[config.mk]
export PLATFORM = sky130hd
export DESIGN_NAME = cellbus_tx_port
export DESIGN_NICKNAME = d
export VERILOG_FILES = /design/src/rtl/cellbus_pkg.sv /design/src/rtl/cellbus_wrap_inc.sv /design/src/rtl/cellbus_framer.sv /design/src/rtl/cellbus_store.sv /design/src/rtl/cellbus_tx_port.sv
export SDC_FILE = /design/constraint.sdc
export NUM_CORES = 1
export LEC_CHECK = 0
export BUFFER_PORTS_ARGS = -buffer_cell sky130_fd_sc_hd__buf_2
export CORE_ASPECT_RATIO = 1.1
export CORE_MARGIN = 5
export CORE_UTILIZATION = 25
export CTS_CLUSTER_DIAMETER = 100
export DETAILED_ROUTE_END_ITERATION = 8
export PLACE_DENSITY_LB_ADDON = 0.1
export SYNTH_ARGS = -nofsm -noshare
export SYNTH_HDL_FRONTEND = slang
export SYNTH_HIERARCHICAL = 1
export SYNTH_SLANG_ARGS = --single-unit
[constraint.sdc]
create_clock -name clk -period 7.1 [get_ports clk]
set_clock_uncertainty 0.2 [all_clocks]
set_input_delay 1.775 -clock clk [delete_from_list [all_inputs] [get_ports clk]]
set_output_delay 1.775 -clock clk [all_outputs]
set_load 0.005 [all_outputs]
[src/rtl/cellbus_pkg.sv]
package cellbus_pkg;
   // Per-edge action decided by the framer for the cell store
   typedef enum logic [1:0] {
      ACT_NONE  = 2'd0,
      ACT_START = 2'd1,
      ACT_BODY  = 2'd2,
      ACT_LAST  = 2'd3
   } cb_act_e;
endpackage

[src/rtl/cellbus_wrap_inc.sv]
module cellbus_wrap_inc #(
   parameter int W     = 7,
   parameter int LIMIT = 106
) (
   input  logic [W-1:0] cur,
   output logic [W-1:0] nxt
);
   generate
      if (LIMIT == (1 << W)) begin : g_pow2
         assign nxt = cur + W'(1);
      end else begin : g_cmp
         assign nxt = (cur == W'(LIMIT - 1)) ? '0 : cur + W'(1);
      end
   endgenerate
endmodule

[src/rtl/cellbus_framer.sv]
module cellbus_framer
   import cellbus_pkg::*;
#(
   parameter int ADDR_W     = 5,
   parameter int CELL_BYTES = 53,
   parameter int PORT_ADDR  = 0
) (
   input  logic              clk,
   input  logic              rst_n,
   input  logic              en_n,
   input  logic [ADDR_W-1:0] addr,
   input  logic              soc,
   input  logic              space_ok,
   output cb_act_e           act,
   output logic              abort,
   output logic              err,
   output logic              in_cell
);
   localparam int CNT_W = $clog2(CELL_BYTES + 1);

   logic [CNT_W-1:0] cnt;
   logic             take;

   assign take    = !en_n && (addr == ADDR_W'(PORT_ADDR));
   assign in_cell = (cnt != '0);

   always_comb begin
      act   = ACT_NONE;
      abort = 1'b0;
      if (take) begin
         if (soc) begin
            if (in_cell) begin
               abort = 1'b1;
               act   = ACT_START;
            end else if (space_ok) begin
               act = ACT_START;
            end
         end else if (in_cell) begin
            act = (cnt == CNT_W'(CELL_BYTES - 1)) ? ACT_LAST : ACT_BODY;
         end
      end
   end

   always_ff @(posedge clk) begin
      if (!rst_n) begin
         cnt <= '0;
         err <= 1'b0;
      end else begin
         err <= abort;
         case (act)
            ACT_START: cnt <= CNT_W'(1);
            ACT_BODY:  cnt <= cnt + CNT_W'(1);
            ACT_LAST:  cnt <= '0;
            default:   cnt <= cnt;
         endcase
      end
   end
endmodule

[src/rtl/cellbus_store.sv]
module cellbus_store
   import cellbus_pkg::*;
#(
   parameter int DATA_W     = 8,
   parameter int CELL_BYTES = 53,
   parameter int DEPTH      = 106
) (
   input  logic              clk,
   input  logic              rst_n,
   input  cb_act_e           act,
   input  logic              abort,
   input  logic [DATA_W-1:0] wr_data,
   input  logic              pop,
   output logic [DATA_W-1:0] rd_data,
   output logic              rd_first,
   output logic              rd_valid,
   output logic              space_ok
);
   localparam int PW = $clog2(DEPTH);
   localparam int UW = $clog2(DEPTH + 1);

   logic [DATA_W:0]   mem [DEPTH];
   logic [PW-1:0]     wr_ptr, cm_ptr, rd_ptr, base, base_nxt, rd_nxt;
   logic [UW-1:0]     used;
   logic              wr_en, commit, do_pop;

   assign base   = abort ? cm_ptr : wr_ptr;
   assign wr_en  = (act != ACT_NONE);
   assign commit = (act == ACT_LAST);
   assign do_pop = pop && rd_valid;

   cellbus_wrap_inc #(.W(PW), .LIMIT(DEPTH)) u_inc_wr (.cur(base),   .nxt(base_nxt));
   cellbus_wrap_inc #(.W(PW), .LIMIT(DEPTH)) u_inc_rd (.cur(rd_ptr), .nxt(rd_nxt));

   always_ff @(posedge clk) begin
      if (wr_en) mem[base] <= {act == ACT_START, wr_data};
   end

   always_ff @(posedge clk) begin
      if (!rst_n) begin
         wr_ptr <= '0;
         cm_ptr <= '0;
         rd_ptr <= '0;
         used   <= '0;
      end else begin
         if (wr_en)       wr_ptr <= base_nxt;
         else if (abort)  wr_ptr <= cm_ptr;
         if (commit)      cm_ptr <= base_nxt;
         if (do_pop)      rd_ptr <= rd_nxt;
         used <= used + (commit ? UW'(CELL_BYTES) : '0) - (do_pop ? UW'(1) : '0);
      end
   end

   assign rd_valid = (used != '0);
   assign rd_data  = mem[rd_ptr][DATA_W-1:0];
   assign rd_first = mem[rd_ptr][DATA_W];
   assign space_ok = (used <= UW'(DEPTH - CELL_BYTES));
endmodule

[src/rtl/cellbus_tx_port.sv]
module cellbus_tx_port
   import cellbus_pkg::*;
#(
   parameter int ADDR_W     = 5,
   parameter int DATA_W     = 8,
   parameter int CELL_BYTES = 53,
   parameter int BUF_CELLS  = 2,
   parameter int PORT_ADDR  = 0
) (
   input  logic              clk,
   input  logic              rst_n,
   input  logic              tx_en_n,
   input  logic [ADDR_W-1:0] tx_addr,
   input  logic [DATA_W-1:0] tx_data,
   input  logic              tx_soc,
   output logic              tx_clav,
   output logic              frm_err,
   output logic [DATA_W-1:0] out_data,
   output logic              out_first,
   output logic              out_valid,
   input  logic              out_ready
);
   localparam int DEPTH     = CELL_BYTES * BUF_CELLS;
   localparam int NULL_ADDR = (1 << ADDR_W) - 1;

   generate
      if (PORT_ADDR == NULL_ADDR || PORT_ADDR < 0 || PORT_ADDR > NULL_ADDR) begin : g_bad_addr
         $error("PORT_ADDR must be a non-null address in range");
      end
      if (CELL_BYTES < 2) begin : g_bad_cell
         $error("CELL_BYTES must be at least 2");
      end
      if (BUF_CELLS < 1) begin : g_bad_buf
         $error("BUF_CELLS must be at least 1");
      end
   endgenerate

   cb_act_e act;
   logic    abort, in_cell, space_ok;

   cellbus_framer #(
      .ADDR_W(ADDR_W), .CELL_BYTES(CELL_BYTES), .PORT_ADDR(PORT_ADDR)
   ) u_framer (
      .clk(clk), .rst_n(rst_n), .en_n(tx_en_n), .addr(tx_addr), .soc(tx_soc),
      .space_ok(space_ok), .act(act), .abort(abort), .err(frm_err), .in_cell(in_cell)
   );

   cellbus_store #(
      .DATA_W(DATA_W), .CELL_BYTES(CELL_BYTES), .DEPTH(DEPTH)
   ) u_store (
      .clk(clk), .rst_n(rst_n), .act(act), .abort(abort), .wr_data(tx_data),
      .pop(out_ready), .rd_data(out_data), .rd_first(out_first),
      .rd_valid(out_valid), .space_ok(space_ok)
   );

   assign tx_clav = in_cell || space_ok;
endmodule

Word-level counts from Yosys, hierarchy flattened
Memory sizes are Yosys's and may differ from the RTL's. A register that Yosys moved wholly into a read port is not among the register bits.
Cells that the tools add are included.
{"block": "totals", "ram_bits": 954, "n_memories": 1, "word_cells": 48, "output_inout_bits": 12, "inputBits": 18, "regBits": 35}
{"block": "op_classes", "n_reduce_logical": 9, "n_addsub": 5, "n_lt_le_gt_ge": 1, "n_mux": 20, "eq_ne": 6}
{"memory": "u_store.mem", "words": 106, "width": 9, "read_ports": 1, "rd_ports_with_merged_regs": 1, "write_ports": 1, "line_no": "cellbus_store.sv:22", "text": "logic [DATA_W:0] mem [DEPTH];"}
{"op": "2-to-1 mux 7 bit", "n": 6}
{"op": "one-hot mux 6 bit (3 select lines)", "n": 1}
{"op": "adder 7 x 1 -> 7 bit (second input constant)", "n": 2}
{"op": "equality test 7 bit (second input constant)", "n": 2}
{"op": "2-to-1 mux 1 bit", "n": 8}
{"op": "2-to-1 mux 2 bit", "n": 4}
{"op": "adder 7 bit", "n": 1}
{"op": "<= comparator 7 x 6 -> 1 bit (second input constant)", "n": 1}
{"op": "nonzero test 7 bit", "n": 1}
{"op": "subtractor 7 bit", "n": 1}
{"op": "adder 6 x 1 -> 6 bit (second input constant)", "n": 1}
{"op": "equality test 6 bit (second input constant)", "n": 1}
{"op": "2-to-1 mux 6 bit", "n": 1}
{"op": "nonzero test 6 bit", "n": 1}
{"op": "logical NOT 5 bit", "n": 1}
{"op": "equality test 2 bit (second input constant)", "n": 2}
{"op": "nonzero test 3 bit", "n": 1}
{"op": "equality test 2 x 1 -> 1 bit (second input constant)", "n": 1}
{"op": "logical AND 1 bit", "n": 2}
{"op": "nonzero test 2 bit", "n": 1}
{"op": "logical NOT 1 bit", "n": 1}
{"op": "logical OR 1 bit", "n": 1}

Longest topological paths before layout
Gate-level depths: netlist of the first run.
{"block": "logic_depth", "word_depth": 9, "ltp_mapped": 19, "ltp_nobuf": 17}

Hierarchy
Netlist of the first run, hierarchy kept.
{"module": "cellbus_store", "n_inst": 1, "seq_area_each_um2": 29348.1, "area_each_um2": 38559.5, "cells_each": 1908}
{"module": "cellbus_framer", "n_inst": 1, "seq_area_each_um2": 140.1, "area_each_um2": 450.4, "cells_each": 52}
{"module": "cellbus_wrap_inc (u_store.u_inc_wr)", "n_inst": 1, "seq_area_each_um2": 0.0, "area_each_um2": 158.9, "cells_each": 23}
{"module": "cellbus_wrap_inc (u_store.u_inc_rd)", "n_inst": 1, "seq_area_each_um2": 0.0, "area_each_um2": 151.4, "cells_each": 23}
{"module": "cellbus_tx_port", "n_inst": 1, "seq_area_each_um2": 0.0, "area_each_um2": 6.3, "cells_each": 1}

Worst setup path before layout of the first run
No wires, ideal clock.
{"block": "synth_path", "path_type": "input to register", "from": "input port tx_addr[3]", "to": "memory u_store/mem[0][8] in the netlist's numbering (data pin)", "path_buffers": 2, "path_stages": 6, "t_required_ps": 6179, "arrival_time_ps": 5843, "setup_slack_ps": 336, "setup_ps": 721, "cell_sequence": "or4_4 -> or2_1 -> buf_6 -> nor3_1 -> clkbuf_1 -> nor2b_1"}
{"block": "synth_via", "elab_chain_cells": 4}
{"element": "start: declaration", "line_no": "cellbus_tx_port.sv:13", "text": "input logic [ADDR_W-1:0] tx_addr,"}
{"element": "logical NOT 5 bit", "line_no": "cellbus_framer.sv:24", "text": "assign take = !en_n && (addr == ADDR_W'(PORT_ADDR));"}
{"element": "logical AND 1 bit", "line_no": "cellbus_framer.sv:24"}
{"element": "2-to-1 mux 2 bit", "line_no": "cellbus_framer.sv:30", "text": "if (take) begin"}
{"element": "named net act[0]", "line_no": "cellbus_tx_port.sv:38", "text": "cb_act_e act;"}
{"element": "equality test 2 x 1 -> 1 bit", "line_no": "cellbus_store.sv:36", "text": "if (wr_en) mem[base] <= {act == ACT_START, wr_data};"}
{"element": "end: declaration", "line_no": "cellbus_store.sv:22"}
The timed path passes the listed nets, and every way through them passes these cells.

==> impl_results.md, run 1 <==
- Slew @ Worst Pin: about 1100 ps
- Initial antenna violation count: 3
- R2r worst-path depth: 9
- Post-CTS Setup Inserts: 0
- Post-Syn Instances: between 2000 and 2500
- Critical path's largest stage delay: 840 ps
- Number of max-cap violations: 0
- Power Dens Cells: roughly 290 nW/µm²
- Crit path buf inv count: 3
- Post-route ant nets: 0
- Clk buf depth: 3
- Starting Density: approximately a quarter
- Yosys Warn Count: 6
- Top delay family on crit path: compound AO/OA/AOI/OAI gates
- Hold buffer count at cts: 0
- Via count: between 15000 and 20000
- Final core occ: between 20% and 30%
- Hold Crit Start: u_store/cm_ptr[2]
- Overall routing resource usage: a little over an eighth
- CTS root buffer: clkbuf_16
- Final wirelength: ~110 mm
- Fin. max-slew vios: 0
- Hold WC Path Type: register to register
- Pre-antenna DRT Iters: 5
- Reg-to-Reg Start: u_framer/cnt[0]
- Placed inst area: ~42000 µm²
- Final Instance Area: between 40000 and 50000 µm²
- Max VDD drop: 0.189 mV
- PnR Total Power: about 13 mW
- TritonCTS Sinks: ~1000
- Final nets: ~2200
- Post-synth EDFFs: 954
- Synth Flop Type: edfxtp_1
- Slew HR: 23.7%
- Row count: roughly 150
- Leakage Power: roughly 13 nW
- Mapped Area: 39300 µm²
- Final GP Congestion: between 0.7 and 0.8
- R2R setup slack: about 2700 ps
- Vias per std cell: about 4.6
- R2r endpoint: u_store/mem[33][5]
- Post-synth net total: 2042
- Startpoint types: register
- Worst-skew pair later-pin latency: about 700 ps
- Placed cells: slightly above 4000
- Die area: 165000 µm²
- Crit. End Element: output pin
- Hpwl dp: 71.3 mm
- Final Cycle Share: about nine tenths
- Peak Freq: about 160 MHz
- Async S/R FF share, synth: 0%
- Crit-path slowest cell: dfxtp_4
- Syn_area_per_cell: ~20 µm²
- Post-cts sizing count: 0
- Total grt overflow: 0
- CP Data Arrival Time: ~4500 ps
- Yosys cell types: between 60 and 70
- CP required: about 5000 ps
- RSZ-0062 raised after global routing: false
- Die Width: 388 µm
- Synth Register Bits: between 900 and 1000
- Endpoint, Worst Hold: u_store/cm_ptr[2]
- Drt drc: 0
- CTS Buf Count: between 100 and 150
- First-pass GRT wire length: roughly 160 mm
- Leading cell type in the layout, fill and taps excluded: edfxtp_1
- Synthesis-to-finish area growth: 16.6%
- PortBufs: 29
- First DRT Iteration DRCs: ~1500
- I/O pin cnt: 30
- Cell Chain, Critical Path: buf_12 -> buf_4 -> mux4_2 -> o22a_1 -> o2111ai_1 -> a21oi_1 -> buf_2
- Worst hold path depth: 2
- Reg clk slew, reported paths: 60 ps
- WL/cell: around 26 µm
- Largest net degree at the start of global routing: 76
- CTS H-tree lvls: 3
- CTS tree: done
- Seq/Total Area, Yosys: 75.0%
- CP Max Fanout: just over 50
- Die Span Y: 426 µm
- Fin crit period: between 6000 and 7000 ps
- Core ar.: around 160000 µm²
- Fraction of layout cells with a size suffix above 1: roughly a quarter
- Setup TNS: 0 ps
- Status: complete, no violations
- Most frequent cells in the layout: edfxtp_1 (954), mux4_2 (221), nor2_1 (144)
- Cell Count, Final, Fillers Out: between 4000 and 5000
- Vias in the first global route: between 20000 and 25000
- Crit path kind: register to output pin
- Final hold violation count: 0
- Final setup viols: 0
## cells by family after synthesis
| group | Yosys count | share of synthesized area (%) |
|---|---|---|
| DFF | 996 | 75.0 |
| and+or+nand+nor | 347 | 4.15 |
| muxes | 296 | 14.6 |
| AOI/OAI and AO/OA | 210 | 3.74 |
| buffers and inverters | 130 | 1.72 |
| adders and majority gates | 17 | 0.560 |
| xor gates and xnor gates | 11 | 0.245 |
## cell usage after synthesis, types with 15 or more instances
| library cell | count | area, µm² |
|---|---|---|
| nand3_1 | 23 | 115 |
| a21boi_0 | 15 | 113 |
| mux4_2 | 221 | 4980 |
| nand2_1 | 80 | 300 |
| buf_2 | 37 | 185 |
| inv_1 | 28 | 105 |
| a22oi_1 | 48 | 360 |
| o22ai_1 | 30 | 188 |
| mux2i_1 | 66 | 661 |
| nor2_1 | 145 | 544 |
| edfxtp_1 | 954 | 28600 |
| dfxtp_1 | 42 | 841 |
| ha_1 | 16 | 200 |
| buf_4 | 16 | 120 |
| a21oi_1 | 28 | 140 |
| clkbuf_1 | 25 | 93.8 |
## worst max path at each step
stage	from	end	cells after the start
3_5_place_dp	tx_addr[3]	u_store/mem[50][5]	10
6_report	register	out_data[0]	7
2_1_floorplan	tx_addr[3]	u_store/mem[0][8]	6
3_3_place_gp	tx_addr[3]	u_store/mem[33][0]	10
5_1_grt	register	out_data[0]	7
4_1_cts	register	out_data[3]	7
## report_power, final
group	internal, mW	switching, mW
registers	6.45	0.0697
clock network	3.12	2.29
logic	0.553	0.724
total	10.1	3.08
## metal layers
| layer | part of all wire (%) | GRT usage [%] |
|---|---|---|
| met5 | 0 | 0 |
| met4 | 2.9 | 4.62 |
| met3 | 4.6 | 2.37 |
| met2 | 48 | 22.1 |
| met1 | 45 | 18.3 |
## final cells by class
class	count	area (µm²)
Fill cell	15200	110000
Sequential cell	996	29500
Multi-Input combinational cell	881	9190
Clock buffer	136	2850
Tap cell	2079	2600
Timing Repair Buffer	135	1060
Clock inverter	62	529
Inverter	31	116
Antenna cell	3	7.51
## registers in the layout (all words and copies together), names as in the netlist, named ones only
register,count
u_store/cm_ptr,7
u_framer/err,1
u_store/wr_ptr,7
u_store/used,7
u_store/rd_ptr,7
u_store/mem,954
u_framer/cnt,6
## through the flow
| step | hold slack (ps) | worst slack, ps |
|---|---|---|
| 2_1_floorplan | 243 | 336 |
| 3_3_place_gp | 278 | 1050 |
| 3_5_place_dp | 283 | 1080 |
| 4_1_cts | 298 | 513 |
| 5_1_grt | 315 | 379 |
| 6_report | 298 | 673 |
## worst reg2reg max path, cell delays in order (launching register included)
cell	delay, ps
dfxtp_1	340
inv_1	90
ha_1	130
nor2b_1	190
and2_1	330
nor3_2	80
buf_4	200
o31ai_1	960
nand2_1	580
nor2_1	920
(Power assumes the default switching activity.)
==> run 2, diff against run 1 <==
SYNTH_HIERARCHICAL = default   (was 1)
==> run 2 against run 1 <==
Compared with the run above:
- synthesized cell count increased by 0.75%
- routed wire length increased by 1.4%
- sequential power up 0.8%
- critical path depth unchanged
- count of clock-buffer cells in the layout increased by 7
- die area is 1.1% higher
- cell count up 0.21%
- total power increased by 5.7%
- non-clock buffer count fell by 16
- final area up 0.97%
- critical endpoint is now out_data[4]
==> impl_results.md, run 2 <==
- Status: complete, no violations
- Via count: slightly below 20000
- Startpoint types: register
- Worst Hold Slack: between 300 and 400 ps
- I/O pin cnt: 30
- Syn_area_per_cell: 19.7 µm²
- Fraction of layout cells with a size suffix above 1: 24.2%
- Max reg flops: around 950
- CP required: approximately 5100 ps
- CP Data Arrival Time: 4560 ps
- Starting Density: 25.1%
- Final hold violation count: 0
- First DRT Iteration DRCs: about 1500
- Peak Freq: 153 MHz
- Final core occ: slightly below 30%
- Seq/Total Area, Yosys: approximately three quarters
- Post-route ant nets: 0
- Die area: about 170000 µm²
- Crit path kind: register to output pin
- Largest area contributor in the netlist: edfxtp_1
- CTS Buf Count: between 100 and 150
- Synth Register Bits: approximately 1000
- Total grt overflow: 0
- Largest Register: u_store.mem
- Post-synth EDFFs: 954
- Max VDD drop: 0.204 mV
- Placed inst area: ~43000 µm²
- CTS H-tree lvls: 3
- Crit. End Element: output pin
- Hpwl dp: a little over 70 mm
- Final GP Congestion: 0.767
- Yosys Warn Count: 0
- Synthesis-to-finish area growth: 16.5%
- Final Cycle Share: around nine tenths
- Yosys cell types: 70
- Most frequent cells in the layout: edfxtp_1 (954), mux4_2 (229), nor2_1 (144)
- Die Width: around 390 µm
- Cell Count, Final, Fillers Out: approximately 4300
- Fin crit period: 6530 ps
- Power Dens Cells: 301 nW/µm²
- Mapped Area: 39800 µm²
- Slew HR: a little under a fifth
- Leakage Power: between 10 and 15 nW
- Setup TNS: 0 ps
- Die Span Y: around 430 µm
- Placed cells: between 4000 and 5000
- PortBufs: 29
- Fin. max-slew vios: 0
- Final Worst Setup Slack: 570 ps
- Top cell type's share of synthesized area: between 70 and 80%
- Final nets: 2184
- Hold buffer count at cts: 0
- CTS tree: done
- Setup WS pre-CTS: between 1000 and 1500 ps
- Final Instance Area: approximately 46000 µm²
- Overall routing resource usage: 13.6%
- Final setup viols: 0
- Worst-skew pair later-pin latency: 710 ps
- Hold WC Path Type: register to register
- Slew @ Worst Pin: roughly 1200 ps
- RSZ-0062 raised after global routing: false
- Post-Syn Instances: about 2000
- TritonCTS Sinks: approximately 1000
- Vias per std cell: roughly 4.6
- Top cells by count, synth: edfxtp_1 (954), mux4_2 (229), nor2_1 (145)
- Pre-antenna DRT Iters: 5
- Row count: approximately 150
- WL/cell: 26.5 µm
- Final wirelength: roughly 110 mm
- Drt drc: 0
- First-pass GRT wire length: 162 mm
- Leading cell type in the layout, fill and taps excluded: edfxtp_1
- Synth area leaders: edfxtp_1 (72%), mux4_2 (13%), mux2i_1 (2.9%)
- Top-count cell post-synth: edfxtp_1
- Post-cts sizing count: 0
- Clk buf depth: 3
- Largest net degree at the start of global routing: 75
- Post-CTS Setup Inserts: 0
- CP Max Fanout: 41
- Initial antenna violation count: 8
- CTS root buffer: clkbuf_16
- Post-synth net total: slightly above 2000
- Vias in the first global route: roughly 21000
- Number of max-cap violations: 0
- Reg clk slew, reported paths: roughly 60 ps
- Synth Flop Type: edfxtp_1
- PnR Total Power: around 14 mW
- Core ar.: 158000 µm²
- Async S/R FF share, synth: 0%
run 2: cell count changes in the layout (fill, tap and decap cells not counted), moves of 8 or more:
| cell | change |
|---|---|
| o22ai_1 | -21 |
| a22oi_1 | -16 |
| or3_1 | -8 |
| o21ai_0 | +12 |
| a21boi_0 | -14 |
| buf_4 | -16 |
| nand2_1 | -31 |
| a21oi_1 | +26 |
| mux4_2 | +8 |
| mux2i_1 | +48 |
run 2: path summary, 6_finish.rpt:
check,from,endpoint,slack (ps),depth (start not counted)
worst max-delay path,register,out_data[4],570,7
worst min-delay path,u_store.cm_ptr[1],u_store.cm_ptr[1],340,2
worst max register to register,u_framer.cnt[0],u_store.mem[56][2],2210,9
worst min register to register,u_store.cm_ptr[1],u_store.cm_ptr[1],340,2
run 2: layer usage:
layer  vias up  share of wire (%)  global-route usage, %  wire length (µm)
met5         -                  0                      0                 0
met4         0                2.7                   3.75              3080
met3       162                4.1                   2.60              4740
met2       419                 50                   23.2             57100
met1     10600                 43                   17.7             49900
li1       8552                  -                      -                 -
run 2: critical path: stages (launching register included):
cell and delay [ps]:
dfxtp_4 930, buf_12 390, mux4_2 600, mux2i_1 440
a221oi_1 230, a21oi_1 610, a21oi_1 230, buf_2 210
run 2: cell families (layout without fill, tap and decap cells):
kind of cell	count (synthesis)	in the layout	share of synthesized area, %
other cells	0	1	0
simple gates	305	305	3.70
flops	996	996	74.2
mux	357	357	16.2
buf+inv	137	354	1.68
xor+xnor	14	14	0.308
fa+ha+maj	18	18	0.585
compound gates	195	195	3.31
run 2: final cells by class:
| cell class | count | area (µm²) |
|---|---|---|
| multi-input cells | 889 | 9610 |
| diodes | 1 | 2.50 |
| flip-flops and latches | 996 | 29500 |
| inverters | 29 | 109 |
| clock inverters | 63 | 531 |
| well taps | 2092 | 2620 |
| fillers | 15600 | 112000 |
| repair buffers | 119 | 941 |
| clock buffers | 143 | 2980 |
run 2: report_power, final:
part           internal, mW  leakage (nW)  switching (mW)
combinational         0.832          3.18           0.966
clock                  3.21          1.72            2.37
sequential             6.45          9.05           0.122
